`config.mk`:
```
export PLATFORM = sky130hd
export DESIGN_NAME = cmd_regfile_top
export DESIGN_NICKNAME = d
export VERILOG_FILES = /design/src/rtl/cmd_regfile_pkg.sv /design/src/rtl/cmd_parser.sv /design/src/rtl/cmd_reg_bank.sv /design/src/rtl/cmd_regfile_top.sv
export SDC_FILE = /design/constraint.sdc
export NUM_CORES = 2
export LEC_CHECK = 0
export BUFFER_PORTS_ARGS = -buffer_cell sky130_fd_sc_hd__buf_2
export CORE_ASPECT_RATIO = 1.2
export CORE_MARGIN = 5
export CORE_UTILIZATION = 55
export CTS_CLUSTER_SIZE = 20
export DETAILED_ROUTE_END_ITERATION = 8
export PLACE_DENSITY = 0.88
export SYNTH_ARGS = -nofsm -noshare
export SYNTH_HDL_FRONTEND = slang
export SYNTH_SLANG_ARGS = --single-unit
```
`constraint.sdc`:
```
create_clock -name clk -period 2.5 [get_ports clk]
set_input_delay 0.25 -clock clk [delete_from_list [all_inputs] [get_ports clk]]
set_output_delay 0.25 -clock clk [all_outputs]
set_load 0.01 [all_outputs]
```
`src/rtl/cmd_regfile_pkg.sv`:
```
// Package: constants and parser state shared by the decoder modules.
// Assumes an 8-bit stream; all codes are single bytes.
package cmd_regfile_pkg;
    localparam logic [7:0] CMD_MARK    = 8'hAF;
    localparam logic [7:0] OP_REGWR    = 8'h20;
    localparam logic [7:0] IDX_LOCK    = 8'hFF;
    localparam logic [7:0] LOCK_SET    = 8'h00;
    localparam logic [7:0] LOCK_CLEAR  = 8'hFF;
    localparam int         IDX_DEPTH   = 'h00;
    localparam int         IDX_BLANK   = 'h1F;
    localparam int         IDX_PCLK    = 'h1B;
    localparam int         IDX_BASE16  = 'h20;
    localparam int         IDX_BASE8   = 'h26;
    localparam int         IDX_TIMING  = 'h01;
    localparam logic [7:0] BLANK_POWER_DOWN = 8'h07;

    typedef enum logic [1:0] {
        PS_HUNT  = 2'd0,
        PS_OPC   = 2'd1,
        PS_INDEX = 2'd2,
        PS_VALUE = 2'd3
    } parse_state_t;
endpackage

```
`src/rtl/cmd_parser.sv`:
```
// Module: cmd_parser
// Turns the byte stream into register write strobes.
// Assumes the source holds each byte for a single valid cycle; every byte is accepted.
module cmd_parser
    import cmd_regfile_pkg::*;
(
    input  logic       clk,
    input  logic       rst_n,
    input  logic       in_valid,
    input  logic [7:0] in_data,
    output logic       wr_en,
    output logic [7:0] wr_idx,
    output logic [7:0] wr_val
);
    parse_state_t state_q;
    logic [7:0]   idx_q;

    // Command framing: hunt for the marker, then opcode, index and value.
    always_ff @(posedge clk) begin
        if (!rst_n) begin
            state_q <= PS_HUNT;
            idx_q   <= 8'h00;
        end else if (in_valid) begin
            case (state_q)
                PS_HUNT:  state_q <= (in_data == CMD_MARK) ? PS_OPC : PS_HUNT;
                PS_OPC:   state_q <= (in_data == OP_REGWR) ? PS_INDEX : PS_HUNT;
                PS_INDEX: begin
                    idx_q   <= in_data;
                    state_q <= PS_VALUE;
                end
                default:  state_q <= PS_HUNT;
            endcase
        end
    end

    // Write strobe: fires on the cycle that carries the value byte.
    always_comb begin
        wr_en  = in_valid && (state_q == PS_VALUE);
        wr_idx = idx_q;
        wr_val = in_data;
    end

    AST_HUNT_DISCARD: assert property (@(posedge clk) disable iff (!rst_n)
        (state_q == PS_HUNT && in_valid && in_data != CMD_MARK) |=> state_q == PS_HUNT);
    AST_BAD_OPCODE: assert property (@(posedge clk) disable iff (!rst_n)
        (state_q == PS_OPC && in_valid && in_data != OP_REGWR) |=> state_q == PS_HUNT);
    AST_WRITE_FRAMING: assert property (@(posedge clk) disable iff (!rst_n)
        (state_q == PS_OPC && in_valid && in_data == OP_REGWR) |=> state_q == PS_INDEX);
endmodule

```
`src/rtl/cmd_reg_bank.sv`:
```
// Module: cmd_reg_bank
// Holds a shadow bank and a committed bank of NREG byte registers, plus the lock flag.
// Assumes at most one write per cycle; indices at or above NREG (other than the lock index) are dropped.
module cmd_reg_bank
    import cmd_regfile_pkg::*;
#(
    parameter int NREG = 48
) (
    input  logic                 clk,
    input  logic                 rst_n,
    input  logic                 wr_en,
    input  logic [7:0]           wr_idx,
    input  logic [7:0]           wr_val,
    output logic                 locked,
    output logic [NREG-1:0][7:0] active
);
    localparam int         IW     = $clog2(NREG);
    localparam logic [7:0] NREG_B = 8'(NREG);

    logic [NREG-1:0][7:0] shadow_q;
    logic [NREG-1:0][7:0] active_q;
    logic                 locked_q;
    logic                 is_lock_idx;
    logic                 in_map;
    logic [IW-1:0]        slot;

    // Index decode: lock index or a slot of the bank.
    always_comb begin
        is_lock_idx = (wr_idx == IDX_LOCK);
        in_map      = (wr_idx < NREG_B);
        slot        = wr_idx[IW-1:0];
    end

    // Bank update: staging, direct writes and whole-bank commit.
    always_ff @(posedge clk) begin
        if (!rst_n) begin
            locked_q <= 1'b1;
            for (int i = 0; i < NREG; i++) begin
                shadow_q[i] <= (i == IDX_BLANK) ? BLANK_POWER_DOWN : 8'h00;
                active_q[i] <= (i == IDX_BLANK) ? BLANK_POWER_DOWN : 8'h00;
            end
        end else if (wr_en) begin
            if (is_lock_idx) begin
                if (wr_val == LOCK_SET) begin
                    locked_q <= 1'b1;
                end else if (wr_val == LOCK_CLEAR) begin
                    locked_q <= 1'b0;
                    active_q <= shadow_q;
                end
            end else if (in_map) begin
                shadow_q[slot] <= wr_val;
                if (!locked_q) begin
                    active_q[slot] <= wr_val;
                end
            end
        end
    end

    assign locked = locked_q;
    assign active = active_q;

    AST_LOCKED_HOLD: assert property (@(posedge clk) disable iff (!rst_n)
        (locked_q && !(wr_en && is_lock_idx && wr_val == LOCK_CLEAR)) |=> $stable(active_q));
    AST_LOCK_SET: assert property (@(posedge clk) disable iff (!rst_n)
        (wr_en && is_lock_idx && wr_val == LOCK_SET) |=> locked_q);
    AST_UNLOCK_COMMIT: assert property (@(posedge clk) disable iff (!rst_n)
        (wr_en && is_lock_idx && wr_val == LOCK_CLEAR) |=> (!locked_q && active_q == $past(shadow_q)));
    AST_DIRECT_WRITE: assert property (@(posedge clk) disable iff (!rst_n)
        (!locked_q && wr_en && in_map) |=> active_q[$past(slot)] == $past(wr_val));
    AST_UNMAPPED_IGNORED: assert property (@(posedge clk) disable iff (!rst_n)
        (wr_en && !in_map && !is_lock_idx) |=> ($stable(active_q) && $stable(locked_q)));
endmodule

```
`src/rtl/cmd_regfile_top.sv`:
```
// Module: cmd_regfile_top
// Decodes register-write commands from a byte stream and drives the committed display configuration.
// Assumes NREG covers every mapped field (at least 0x29 entries).
module cmd_regfile_top
    import cmd_regfile_pkg::*;
#(
    parameter int NREG   = 48,
    parameter int NFIELD = 12
) (
    input  logic                 clk,
    input  logic                 rst_n,
    input  logic                 in_valid,
    input  logic [7:0]           in_data,
    output logic                 in_ready,
    output logic                 locked,
    output logic                 depth_24,
    output logic [7:0]           blank_mode,
    output logic [23:0]          base16,
    output logic [23:0]          base8,
    output logic [15:0]          pix_clk,
    output logic [NFIELD*16-1:0] timing_fields,
    output logic [NREG*8-1:0]    regs_flat
);
    logic                 wr_en;
    logic [7:0]           wr_idx;
    logic [7:0]           wr_val;
    logic [NREG-1:0][7:0] bank;

    cmd_parser u_parser (
        .clk      (clk),
        .rst_n    (rst_n),
        .in_valid (in_valid),
        .in_data  (in_data),
        .wr_en    (wr_en),
        .wr_idx   (wr_idx),
        .wr_val   (wr_val)
    );

    cmd_reg_bank #(.NREG(NREG)) u_bank (
        .clk    (clk),
        .rst_n  (rst_n),
        .wr_en  (wr_en),
        .wr_idx (wr_idx),
        .wr_val (wr_val),
        .locked (locked),
        .active (bank)
    );

    // Field view: high-byte-first timing fields, one per register pair.
    for (genvar k = 0; k < NFIELD; k++) begin : g_field
        assign timing_fields[k*16 +: 16] = {bank[IDX_TIMING + 2*k], bank[IDX_TIMING + 2*k + 1]};
    end

    // Field view: pointers, clock, depth and blanking byte.
    always_comb begin
        in_ready   = 1'b1;
        depth_24   = bank[IDX_DEPTH][0];
        blank_mode = bank[IDX_BLANK];
        base16     = {bank[IDX_BASE16], bank[IDX_BASE16+1], bank[IDX_BASE16+2]};
        base8      = {bank[IDX_BASE8],  bank[IDX_BASE8+1],  bank[IDX_BASE8+2]};
        pix_clk    = {bank[IDX_PCLK+1], bank[IDX_PCLK]};
        regs_flat  = bank;
    end

    AST_BLANK_FROZEN_LOCKED: assert property (@(posedge clk) disable iff (!rst_n)
        (locked && !(wr_en && wr_idx == IDX_LOCK)) |=> $stable(blank_mode));
endmodule

```
After elaboration in Yosys (flattened, before gate mapping)
Index checks and enable logic that the tools add are counted.
{"block": "word_totals", "in_bits": 11, "output_inout_bits": 651, "reg_bits": 779}
{"block": "classes", "eq_ne": 10, "mux": 14, "bitwise": 1, "n_reduce_logical": 10, "magnitude_cmp": 3}
{"op": "$mux W384", "n": 5}
{"op": "$bwmux W384", "n": 2}
{"op": "$demux W8 S6", "n": 1}
{"op": "$eq A8 B8 Y1 const B", "n": 3}
{"op": "$eq A8 B6 Y1 const B", "n": 1}
{"op": "$logic_not A8 Y1", "n": 1}
{"op": "$lt A8 B6 Y1 const B", "n": 1}
{"op": "$mux W8", "n": 1}
{"op": "$lt A6 B7 Y1 const B", "n": 1}
{"op": "$ge A6 B1 Y1 const B", "n": 1}
{"op": "$ne A2 B2 Y1 const B", "n": 3}
{"op": "$pmux W2 S3", "n": 1}
{"op": "$reduce_and A3 Y1", "n": 2}
{"op": "$reduce_and A5 Y1", "n": 1}
{"op": "$eq A2 B2 Y1 const B", "n": 2}
{"op": "$reduce_bool A2 Y1", "n": 2}
{"op": "$mux W1", "n": 3}
{"op": "$eq A2 B1 Y1 const B", "n": 1}
{"op": "$logic_and A1 B1 Y1", "n": 2}
{"op": "$logic_not A2 Y1", "n": 1}
{"op": "$mux W2", "n": 1}
{"op": "$reduce_and A2 Y1", "n": 1}
{"op": "$not A1 Y1", "n": 1}

Depth between registers and ports, before layout
{"block": "depth", "ltp_word": 8, "ltp_mapped": 9, "ltp_nobuf": 4}

Cells and area by module
Synthesis repeated with hierarchy kept, for this count alone.
{"block": "unflattened", "hier_cells": 3437, "hier_area_um2": 35671.7}
{"module": "cmd_reg_bank", "cells_each": 3121, "area_per_inst_um2": 33184.3, "seq_area_each_um2": 15394.8, "instances": 1}
{"module": "cmd_regfile_top", "cells_each": 267, "area_per_inst_um2": 2000.7, "seq_area_each_um2": 0.0, "instances": 1}
{"module": "cmd_parser", "cells_each": 49, "area_per_inst_um2": 486.7, "seq_area_each_um2": 200.2, "instances": 1}

Worst setup path after synthesis
Ideal clock, no wire load.
{"block": "synth_path", "path_kind": "reg-to-reg", "from": "reg u_parser.idx_q[3], in the netlist u_parser.wr_idx[3]", "to": "reg u_bank.active_q, in the netlist u_bank.active[256]", "n_path_buf": 2, "t_arrival_ps": 1807, "path_slack_ps": 560, "stages_incl_launch_ff": 7, "setup_ps": 133, "path_cell_list": "dfxtp_1 > buf_2 > clkbuf_1 > or4b_2 > nor2_1 > o221ai_4 > mux2i_1"}
{"block": "synth_between", "elab_chain_cells": 8, "word_cells_on_any_way": 16, "classes_between": "order compare: 3; eq/ne: 4; mux: 6; reduce/logical: 3"}
{"item": "start: declaration", "line": "cmd_parser.sv:16", "rtl": "logic [7:0] idx_q;"}
{"item": "start signal: assignment", "line": "cmd_parser.sv:28", "rtl": "idx_q <= in_data;"}
{"item": "$lt A6 B7 Y1 (not written as such) / $ge A6 B1 Y1 (equally long branches)", "line": "cmd_reg_bank.sv:53", "rtl": "active_q[slot] <= wr_val;"}
{"item": "$logic_and A1 B1 Y1 (not written as such)", "line": "cmd_reg_bank.sv:53"}
{"item": "$mux W8 (not written as such)", "line": "cmd_reg_bank.sv:53"}
{"item": "$demux W8 S6"}
{"item": "$bwmux W384", "line": "cmd_reg_bank.sv:53"}
{"item": "$mux W384", "line": "cmd_reg_bank.sv:52", "rtl": "if (!locked_q) begin"}
{"item": "$mux W384", "line": "cmd_reg_bank.sv:50", "rtl": "end else if (in_map) begin"}
{"item": "$mux W384", "line": "cmd_reg_bank.sv:43", "rtl": "if (is_lock_idx) begin"}
{"item": "end signal: indexed assignment", "line": "cmd_reg_bank.sv:40", "rtl": "active_q[i] <= (i == IDX_BLANK) ? BLANK_POWER_DOWN : 8'h00;"}
{"item": "end signal: assignment", "line": "cmd_reg_bank.sv:48", "rtl": "active_q <= shadow_q;"}
{"item": "end signal: indexed assignment", "line": "cmd_reg_bank.sv:53"}
{"item": "end: declaration", "line": "cmd_reg_bank.sv:21", "rtl": "logic [NREG-1:0][7:0] active_q;"}
Several ways; a longest one is shown, not always the timed one. The select of a mux whose other input is x is not followed.
A chain may end at the register's enable or synchronous reset.

Worst setup path in the final report
{"block": "layout_path", "from": "reg u_parser.idx_q[6], in the netlist u_parser.wr_idx[6]", "to": "reg u_bank.active_q, in the netlist u_bank.active[292]"}
{"block": "layout_between", "elab_chain_cells": 3, "word_cells_on_any_way": 8, "classes_between": "order compare: 1; eq/ne: 4; mux: 1; reduce/logical: 2"}
{"item": "$lt A8 B6 Y1 / $eq A8 B8 Y1 (equally long branches)", "line": "cmd_reg_bank.sv:30, cmd_reg_bank.sv:29"}
{"item": "$reduce_bool A2 Y1 (no source line) / $ne A2 B2 Y1 (equally long branches)"}
{"item": "$reduce_and A5 Y1 (no source line)"}
Several ways; a longest one is shown, not always the timed one.

==> results.cfg <==
[outcome]
outcome = completed

[synth]
synth_top_area_frac = 0.4037
synth_seq_area_share = 0.4037
synth_top_family_by_area = multiplexers
synth_fa_ha_area_frac = 0
ys_ff_latch = 779
synthDistinctLibCells = 53
synthMuxAreaShare = 0.2009
synth_nets = 4026
synth-edff-count = 0
synth.avg_cell_area_um2 = 9.620
ys_warn_count = 0
syn_inst = 4015
synth_area_leader_cell = dfxtp_1
netlist_area_um2 = 38630
synth_compound_area_frac = 0.1249
ys_top_cells_by_area = dfxtp_1 (40%), mux2i_1 (20%), a32o_1 (9.7%)
yosys.area_share.simple = 0.1757
synthArstFlopShare = 0
synth_xor_area_frac = 0
synthFlopType = dfxtp_1

[layout]
final_area_um2 = 44440
stdcell_count = 5255
finalNetCount = 4287
final_cell_mix = dfxtp_1 (775), mux2i_1 (772), nand2_1 (771)
drive_above_1_share = 0.2609
areaGrowthSynthToFinish_pct = 15.06
mostFrequentLayoutCell = dfxtp_1

[critical_path]
reg2reg_from = u_parser.wr_idx[6]
cp_max_fo = 33
arrival_ps = 2930
r2r_end = u_bank.active[292]
crit_required_ps = 2990
critPathLaunchType = flip-flop
worstSetupEndpointType = flip-flop
criticalPathCategory = reg2reg
r2r_slack_ps = 60
worst-r2r-cell-count = 5

[cts]
cts_buffers = 75
htreeDepth = 3
clk_latency_ps = 640
cts-root-buf = clkbuf_16
cts_tree = built
clock_path_buffers = 3
clkTransAtPathRegs_ps = 60
cts_sinks = 779

[timing]
slew_headroom = 0.2176
grt_setup_unrepaired = true
layout_min_cycle_time_ps = 2437
finalSetupViolations = 0
tightest_slew_ps = 1169
fin_skew_ps = 23.21
tns_ps = 0
post-route-period-util = 0.9748
fin_ws_ps = 62.90
finalHoldViolCount = 0
fmax_ghz = 0.4103
slew_viol_final = 0

[placement]
dpl_worst_slack_ps = 63.63
port_buffers = 660
placed_cells = 5111
gp_congestion = 0.9077
detailed_place_hpwl_mm = 91.98
placed_cell_area_um2 = 41810

[global_routing]
grt.total_usage = 0.3438
grt_max_degree = 153
gr-total-overflow = 0
antenna_found_initial = 1
grt_pass1_vias = 31390
grt_pass1_wl_mm = 201.1

[floorplanning]
ios = 662
dieArea_um2 = 75650
row_count = 106
start_util = 0.5547
die_w_um = 251.9
die_h_um = 300.3
core_um2 = 69630

[routing]
vias_per_cell = 6.257
num_vias = 32880
drt_iter0_markers = 4235
wl_mm = 138.8
dr.pass1.iters = 7
ant_nets = 0
drc_errors = 0
wl_per_cell_um = 26.41

[power_and_ir_drop]
p_leak_nw = 22.29
ir_worst_vdd_mv = 0.4501
power.total_mw = 25.07
power.density_nw_per_um2 = 564.1

[min_path]
holdPathEnd = u_bank.active[8]
hold_start = rst_n
hold_path.class = in2reg
hold_depth = 3

[run]
cap_violations = 0
## worst max-delay path, cell delays in order, from the launching register on
cell and delay, ps:
dfxtp_1 370, a211oi_4 270, and2_4 690, buf_4 480, o221ai_4 280, mux2i_1 190
## metrics by stage
stage | util | hold slack, ps
after global placement | 0.6005 | 441.3
after CTS | 0.6376 | 42.99
final | 0.6383 | 55.12
after detailed placement | 0.6005 | 451.0
after global routing | 0.6382 | 80.07
after floorplan | - | 438.0
## sequential cells by signal, indices dropped and copies added (netlist names)
register          flops
u_bank.active       384
u_parser.wr_idx       8
u_parser.state_q      2
u_bank.locked         1
u_bank.shadow_q     384
## layout make-up
class	count	area, um^2
Clock inverter	31	339.1
Fill cell	5404	25190
Sequential cell	779	15600
Inverter	2	7.507
Clock buffer	105	2211
Multi-Input combinational cell	2564	19620
Timing Repair Buffer	854	5514
Antenna cell	2	5.005
Tap cell	918	1149
## synthesized netlist by cell type, types with 5 or more instances
cell / number
nand2b_1: 6
dfxtp_1: 779
a22o_1: 5
and3b_1: 16
mux2i_1: 772
o221ai_4: 20
buf_4: 275
nor2b_1: 393
a32o_1: 376
nor2_1: 51
and3_1: 9
clkbuf_1: 323
buf_1: 24
buf_2: 43
nand2_1: 771
nand4_1: 10
o221ai_2: 27
nor3b_1: 8
nand3_1: 6
nand4_2: 40
## power breakdown
| group | internal (mW) | switching [mW] | leakage (nW) |
|---|---|---|---|
| registers | 12.4 | 0.0000275 | 6.27 |
| logic | 0.220 | 0.562 | 14.8 |
| clock network | 6.74 | 5.14 | 1.25 |
| total | 19.4 | 5.70 | 22.3 |
## routing by layer
layer / up-vias / track usage / share of wire / routed length, um
li1: 14380 / - / - / -
met5: - / 0 / 0 / 0
met3: 504 / 0.08461 / 0.10 / 14460
met4: 0 / 0.2170 / 0.074 / 10200
met2: 2178 / 0.5404 / 0.45 / 62970
met1: 15820 / 0.4231 / 0.37 / 51160
## worst max path at each step
stage / from / endpoint / slack, ps
after global routing: u_parser.wr_idx[5] / u_bank.shadow_q[104] / -2
after floorplan: u_parser.wr_idx[3] / u_bank.active[256] / 560
after CTS: u_parser.wr_idx[6] / u_bank.shadow_q[168] / 40
final: u_parser.wr_idx[6] / u_bank.active[292] / 60
after detailed placement: u_parser.wr_idx[5] / u_bank.shadow_q[161] / 60
after global placement: u_parser.wr_idx[6] / u_bank.shadow_q[170] / 110
## cells by family (layout without fill, tap and decap cells)
kind of cell,Yosys count,after routing
flops,779,779
compound gates,440,440
buf+inv,672,992
other cells,1,3
mux,775,775
simple gates,1348,1348
## what timing repair did
action                                 in CTS  in global routing
hold buffers                                3                  0
pin swaps                                   1                  2
setup endpoints to repair                   1                176
setup buffers                               1                  2
endpoints found under the hold margin       4                  0
cloned                                      0                  0
gates resized for setup                     0                  4
(Power assumes the default switching activity.)
